$ cat src/rtl/a0_pkg.sv
package a0_pkg;

    localparam int LW_W  = 2;
    localparam int CNT_W = LW_W + 1;

    localparam logic [2:0] MODE_EXT8  = 3'b000;
    localparam logic [2:0] MODE_EXT16 = 3'b001;
    localparam logic [2:0] MODE_ROM   = 3'b010;

    typedef enum logic [1:0] {
        BW_8  = 2'b00,
        BW_16 = 2'b01,
        BW_32 = 2'b10
    } bw_e;

    typedef enum logic [1:0] {
        ST_IDLE = 2'b00,
        ST_WAIT = 2'b01,
        ST_DONE = 2'b10
    } st_e;

    typedef struct packed {
        logic is_rom;
        bw_e  width;
    } target_t;

    function automatic target_t decode_mode(input logic [2:0] m, input logic rom_ok);
        target_t t;
        t.is_rom = 1'b0;
        t.width  = BW_8;
        case (m)
            MODE_ROM: begin
                if (rom_ok) begin
                    t.is_rom = 1'b1;
                    t.width  = BW_32;
                end
            end
            MODE_EXT16: t.width = BW_16;
            default:    t.width = BW_8;
        endcase
        return t;
    endfunction

    function automatic logic [CNT_W-1:0] waits_of(input logic [LW_W-1:0] f);
        return {1'b0, f} + {{(CNT_W-1){1'b0}}, 1'b1};
    endfunction

endpackage

$ cat src/rtl/a0_mode_decode.sv
module a0_mode_decode
    import a0_pkg::*;
#(
    parameter bit ROM_PRESENT = 1'b1,
    parameter bit FORCE_EXT   = 1'b0
) (
    input  logic [2:0] mode_i,
    output target_t    tgt_o
);
    localparam bit ROM_OK = ROM_PRESENT && !FORCE_EXT;

    generate
        if (ROM_OK) begin : g_rom
            assign tgt_o = decode_mode(mode_i, 1'b1);
        end else begin : g_ext_only
            assign tgt_o = decode_mode(mode_i, 1'b0);
        end
    endgenerate
endmodule

$ cat src/rtl/a0_addr_fold.sv
module a0_addr_fold #(
    parameter int ADDR_W   = 28,
    parameter int AREA_HI  = 26,
    parameter int AREA_LO  = 24,
    parameter int ROM_BITS = 16,
    parameter int DROP_HI  = 23,
    parameter int DROP_LO  = 22
) (
    input  logic [ADDR_W-1:0] addr_i,
    output logic              hit_o,
    output logic [ADDR_W-1:0] rom_addr_o,
    output logic [ADDR_W-1:0] ext_addr_o
);
    assign hit_o = (addr_i[AREA_HI:AREA_LO] == '0);

    generate
        for (genvar b = 0; b < ADDR_W; b++) begin : g_bit
            if (b < ROM_BITS) begin : g_rom_keep
                assign rom_addr_o[b] = addr_i[b];
            end else begin : g_rom_zero
                assign rom_addr_o[b] = 1'b0;
            end
            if (b >= DROP_LO && b <= DROP_HI) begin : g_ext_zero
                assign ext_addr_o[b] = 1'b0;
            end else begin : g_ext_keep
                assign ext_addr_o[b] = addr_i[b];
            end
        end
    endgenerate
endmodule

$ cat src/rtl/a0_wait_seq.sv
module a0_wait_seq
    import a0_pkg::*;
#(
    parameter int CW = CNT_W
) (
    input  logic          clk,
    input  logic          rst,
    input  logic          start_i,
    input  logic          rom_i,
    input  logic [CW-1:0] waits_i,
    output logic          busy_o,
    output logic          ready_o
);
    st_e           st;
    logic [CW-1:0] cnt;

    always_ff @(posedge clk) begin
        if (rst) begin
            st  <= ST_IDLE;
            cnt <= '0;
        end else begin
            case (st)
                ST_IDLE: begin
                    if (start_i) begin
                        if (rom_i) begin
                            st <= ST_DONE;
                        end else begin
                            st  <= ST_WAIT;
                            cnt <= waits_i;
                        end
                    end
                end
                ST_WAIT: begin
                    if (cnt == '0) st <= ST_DONE;
                    else           cnt <= cnt - 1'b1;
                end
                ST_DONE: st <= ST_IDLE;
                default: st <= ST_IDLE;
            endcase
        end
    end

    assign busy_o  = (st != ST_IDLE);
    assign ready_o = (st == ST_DONE);

    assert_ready_pulse_R8: assert property (@(posedge clk) disable iff (rst)
        ready_o |=> !ready_o);

    assert_wait_hold_R7: assert property (@(posedge clk) disable iff (rst)
        (st == ST_WAIT && cnt != '0) |=> (st == ST_WAIT && !ready_o));

    assert_cnt_bound_R7: assert property (@(posedge clk) disable iff (rst)
        cnt <= CW'(4));
endmodule

$ cat src/rtl/a0_bus_decoder.sv
module a0_bus_decoder
    import a0_pkg::*;
#(
    parameter int ADDR_W      = 28,
    parameter int ROM_BITS    = 16,
    parameter bit ROM_PRESENT = 1'b1,
    parameter bit FORCE_EXT   = 1'b0
) (
    input  logic              clk,
    input  logic              rst,
    input  logic [ADDR_W-1:0] addr_i,
    input  logic              strobe_i,
    input  logic [2:0]        mode_i,
    input  logic [1:0]        lw_i,
    output logic              rom_sel_o,
    output logic              cs_n_o,
    output logic [ADDR_W-1:0] bus_addr_o,
    output logic [1:0]        width_o,
    output logic              ready_o
);
    target_t           tgt;
    logic              hit;
    logic [ADDR_W-1:0] rom_addr, ext_addr;
    logic              busy, start;
    logic              lat_rom;
    bw_e               lat_width;
    logic [ADDR_W-1:0] lat_addr;

    a0_mode_decode #(
        .ROM_PRESENT(ROM_PRESENT),
        .FORCE_EXT  (FORCE_EXT)
    ) mode_i0 (
        .mode_i(mode_i),
        .tgt_o (tgt)
    );

    a0_addr_fold #(
        .ADDR_W  (ADDR_W),
        .ROM_BITS(ROM_BITS)
    ) fold_i0 (
        .addr_i    (addr_i),
        .hit_o     (hit),
        .rom_addr_o(rom_addr),
        .ext_addr_o(ext_addr)
    );

    assign start = strobe_i && hit && !busy;

    a0_wait_seq #(.CW(CNT_W)) seq_i0 (
        .clk    (clk),
        .rst    (rst),
        .start_i(start),
        .rom_i  (tgt.is_rom),
        .waits_i(waits_of(lw_i)),
        .busy_o (busy),
        .ready_o(ready_o)
    );

    always_ff @(posedge clk) begin
        if (rst) begin
            lat_rom   <= 1'b0;
            lat_width <= BW_8;
            lat_addr  <= '0;
        end else if (start) begin
            lat_rom   <= tgt.is_rom;
            lat_width <= tgt.width;
            lat_addr  <= tgt.is_rom ? rom_addr : ext_addr;
        end
    end

    assign rom_sel_o  = busy && lat_rom;
    assign cs_n_o     = !(busy && !lat_rom);
    assign bus_addr_o = lat_addr;
    assign width_o    = lat_width;

    assert_cs_rom_excl_R5: assert property (@(posedge clk) disable iff (rst)
        !(rom_sel_o && !cs_n_o));

    assert_release_R8: assert property (@(posedge clk) disable iff (rst)
        ready_o |=> (cs_n_o && !rom_sel_o));

    assert_miss_ignored_R1: assert property (@(posedge clk) disable iff (rst)
        (!busy && strobe_i && !hit) |=> (cs_n_o && !rom_sel_o));

    assert_rom_fold_R4: assert property (@(posedge clk) disable iff (rst)
        rom_sel_o |-> (bus_addr_o[ADDR_W-1:ROM_BITS] == '0));

    assert_ext_fold_R6: assert property (@(posedge clk) disable iff (rst)
        !cs_n_o |-> (bus_addr_o[23:22] == 2'b00));

    assert_addr_hold_R11: assert property (@(posedge clk) disable iff (rst)
        (!cs_n_o && !ready_o) |=> $stable(bus_addr_o) && $stable(width_o));
endmodule

$ cat config.mk
export PLATFORM = sky130hd
export DESIGN_NAME = a0_bus_decoder
export DESIGN_NICKNAME = d
export VERILOG_FILES = /design/src/rtl/a0_pkg.sv /design/src/rtl/a0_mode_decode.sv /design/src/rtl/a0_addr_fold.sv /design/src/rtl/a0_wait_seq.sv /design/src/rtl/a0_bus_decoder.sv
export SDC_FILE = /design/constraint.sdc
export NUM_CORES = 1
export LEC_CHECK = 0
export ABC_AREA = 1
export BUFFER_PORTS_ARGS = -buffer_cell sky130_fd_sc_hd__buf_2
export CAP_MARGIN = 10
export CORE_ASPECT_RATIO = 0.9
export CORE_MARGIN = 5
export CORE_UTILIZATION = 55
export CTS_BUF_LIST = sky130_fd_sc_hd__clkbuf_4
export DETAILED_ROUTE_END_ITERATION = 6
export GPL_TIMING_DRIVEN = 1
export PLACE_DENSITY = 0.9
export SLEW_MARGIN = 20
export SYNTH_ARGS = -nofsm -noshare
export SYNTH_HDL_FRONTEND = slang
export SYNTH_HIERARCHICAL = 1
export SYNTH_SLANG_ARGS = --single-unit
$ cat constraint.sdc
create_clock -name clk -period 1.8 [get_ports clk]
set_clock_uncertainty 0.05 [all_clocks]
set_input_delay 0.18 -clock clk [delete_from_list [all_inputs] [get_ports clk]]
set_output_delay 0.18 -clock clk [all_outputs]
set_load 0.02 [all_outputs]
==> metrics <==
setup ws final between 0.3 and 0.4 ns; clock sinks 36; Comb pwr share 0.173; die width 81.1 um; Final period util 0.803; PortBufs 66; critical path launch point type flip-flop; Psw around 460 uW; delay of the slowest critical-path stage 0.36 ns; commonest non-fill, non-tap cell in the layout nand2_1; Int Pwr 1.22 mW; Worst EP arrival 1.62 ns; Hold WS 0.107 ns; simple-gate area share of the yosys netlist 0.401; via count 2116; post-route minimum period between 1 and 1.5 ns; CP Cell Sequence inv_2, nand2_2, inv_1, nand3_4, inv_1, inv_1, nor2_1, nand2_2, nand2_1, nand2_1, nand2_1, nor2_1; Post-synth EDFFs 0; setup TNS 0 ns; GRT Residual Overflow 0; Routed WL 4740 um; num rows 23; count of final max-slew check failures 0; clk buf depth 2; Starting Density 0.565; Seq pwr share 0.499; compound-gate portion of the synthesized area 0.00500; Crit. End Element flip-flop; DR iter-0 viols 86; worst path required time roughly 2.0 ns; Max Clk Rate approximately 690 MHz; synthesized cell area around 2500 um2; largest net degree at the start of global routing 49; delay-heaviest family, CP simple AND/OR/NAND/NOR gates; MaxCap Viol Count 0; crit path max fanout 5; post-synthesis xor/xnor area fraction 0; vias per std cell ~4.2; number of fillers in the final layout 448; Yosys cell types 17; switching part of the total power 0.275; synthesis-to-layout area growth 3.05%; Final #Nets 481; Pwr per Cell Area 652 nW/um2; layout cells sized above 1 0.205; final hold violation count 0; wire per inst 9.38 um; Hold Path Class in2reg; Async SR Flop Fraction 0; Clk Tree Root Cell clkbuf_4; Clock Power Share 0.328; LEAKAGE 1.64 nW; setup bufs post-CTS 0; Placement Setup Slack roughly 0.36 ns; DRT Pass-1 Iters 4; setup violators final 0; sequential-to-total area share from yosys stat 0.288; DRC Markers 0; diode count 0; Inserted Clock Buffers 5; antenna violations before repair 0; Die ar. 6000 um2; Max rail drop VDD ~0.00052 V; clk_lat worst skew 0.32 ns; post-DP HPWL 3500 um; cell type of the slowest stage on the worst timing path dfxtp_1; core area 4430 um2; largest family of logic cells by synthesized area simple AND/OR/NAND/NOR gates; commonest non-fill, non-tap cells in the layout nand2_1 (165), nor2_1 (75), buf_2 (66), inv_1 (49), dfxtp_1 (36); syn avg cell area 5.96 um2; Main synth FF type dfxtp_1; synthesized flop and latch total 36; Total Routing Usage GR 0.168; Top-Level Pins 69; area share of fa/ha/maj cells after synthesis 0.0150; Buf+Inv Stages, Crit Path 4; die height 74.0 um; Hold-fix buffers, CTS 1; # H-tree levels 2; status completed; multiplexer share of the synthesized area 0; global-route wire length before repair 8070 um; Final ANT Viol Nets 0; CP Class reg2reg; clock-pin slew on the worst setup and hold paths 0.11 ns; post_cts resized 0; vias in the first global route 1967; CTS tree done; RSZ-0062 raised after global routing false; GPL Wtd Cong a little under 0.8; Post-Syn Instances 420; Yosys warning count 6
cell families after synthesis:
| kind of cell | Yosys count |
|---|---|
| DFF | 36 |
| other | 1 |
| adders and majority gates | 3 |
| AOI/OAI and AO/OA | 2 |
| and+or+nand+nor | 256 |
| buffers and inverters | 122 |
through the flow:
stage	instance area (um2)	total power, mW	instances	util
final	2580	1.68	505	0.582
after global routing	2580	1.78	505	0.582
after CTS	2580	1.71	505	0.582
after detailed placement	2490	1.15	496	0.563
after global placement	2490	1.14	496	0.563
after floorplan	2550	1.14	433	-
layout make-up:
class                           count  area, um2  area share
Timing Repair Buffer               72        403       0.156
Multi-Input combinational cell    275       1110       0.430
Tap cell                           62       77.6      0.0301
Clock buffer                        5       37.5      0.0145
Sequential cell                    36        721       0.279
Clock inverter                      3       37.5      0.0145
Inverter                           52        195      0.0757
routing by layer:
layer	GRT usage	wire length (um)	up-vias
li1	-	-	1184
met1	0.201	2150	877
met2	0.299	2230	53
met3	0.0460	338	2
met4	0.0450	19	0
met5	0	0	-
final timing paths:
kind	slack (ns)	cells after the start	startpoint	endpoint
worst min register to register	0.47	4	bus_addr_o[14]$_SDFFE_PP0P_	bus_addr_o[14]$_SDFFE_PP0P_
worst min-delay path	0.11	4	mode_i[1]	width_o[0]$_SDFFE_PP0P_
worst max register to register	0.36	12	seq_i0/st[1]$_SDFFE_PP0P_	seq_i0/cnt[0]$_SDFFE_PP0P_
worst max-delay path	0.36	12	seq_i0/st[1]$_SDFFE_PP0P_	seq_i0/cnt[0]$_SDFFE_PP0P_
power groups by stage:
stage                     sequential, mW  combinational (mW)  clock [mW]
after floorplan                    0.886               0.251           0
after global placement             0.856               0.283           0
after detailed placement           0.857               0.291           0
after CTS                          0.839               0.294       0.575
after global routing               0.843               0.336       0.606
final                              0.839               0.291       0.552
registers in the layout (all words and copies together) (netlist names):
signal      cells
bus_addr_o     28
seq_i0/cnt      3
seq_i0/st       2
width_o         2
lat_rom         1
tightest hold or removal path, cell delays in order:
cell    delay [ns]
buf_2         0.09
nor2_1        0.04
nor2_1        0.09
nor2_1        0.05
synthesized netlist by cell type (3+ instances only):
cell type	count	area [um2]
ha_1	3	37.5
dfxtp_1	36	721
nand2_2	4	25.0
nand3_1	5	25.0
nor2_1	76	285
inv_1	49	184
clkbuf_1	3	11.3
nor2_2	5	31.3
nand2_1	165	619
buf_6	5	56.3
buf_4	61	458
inv_2	3	11.3
(Power assumes the default switching activity.)
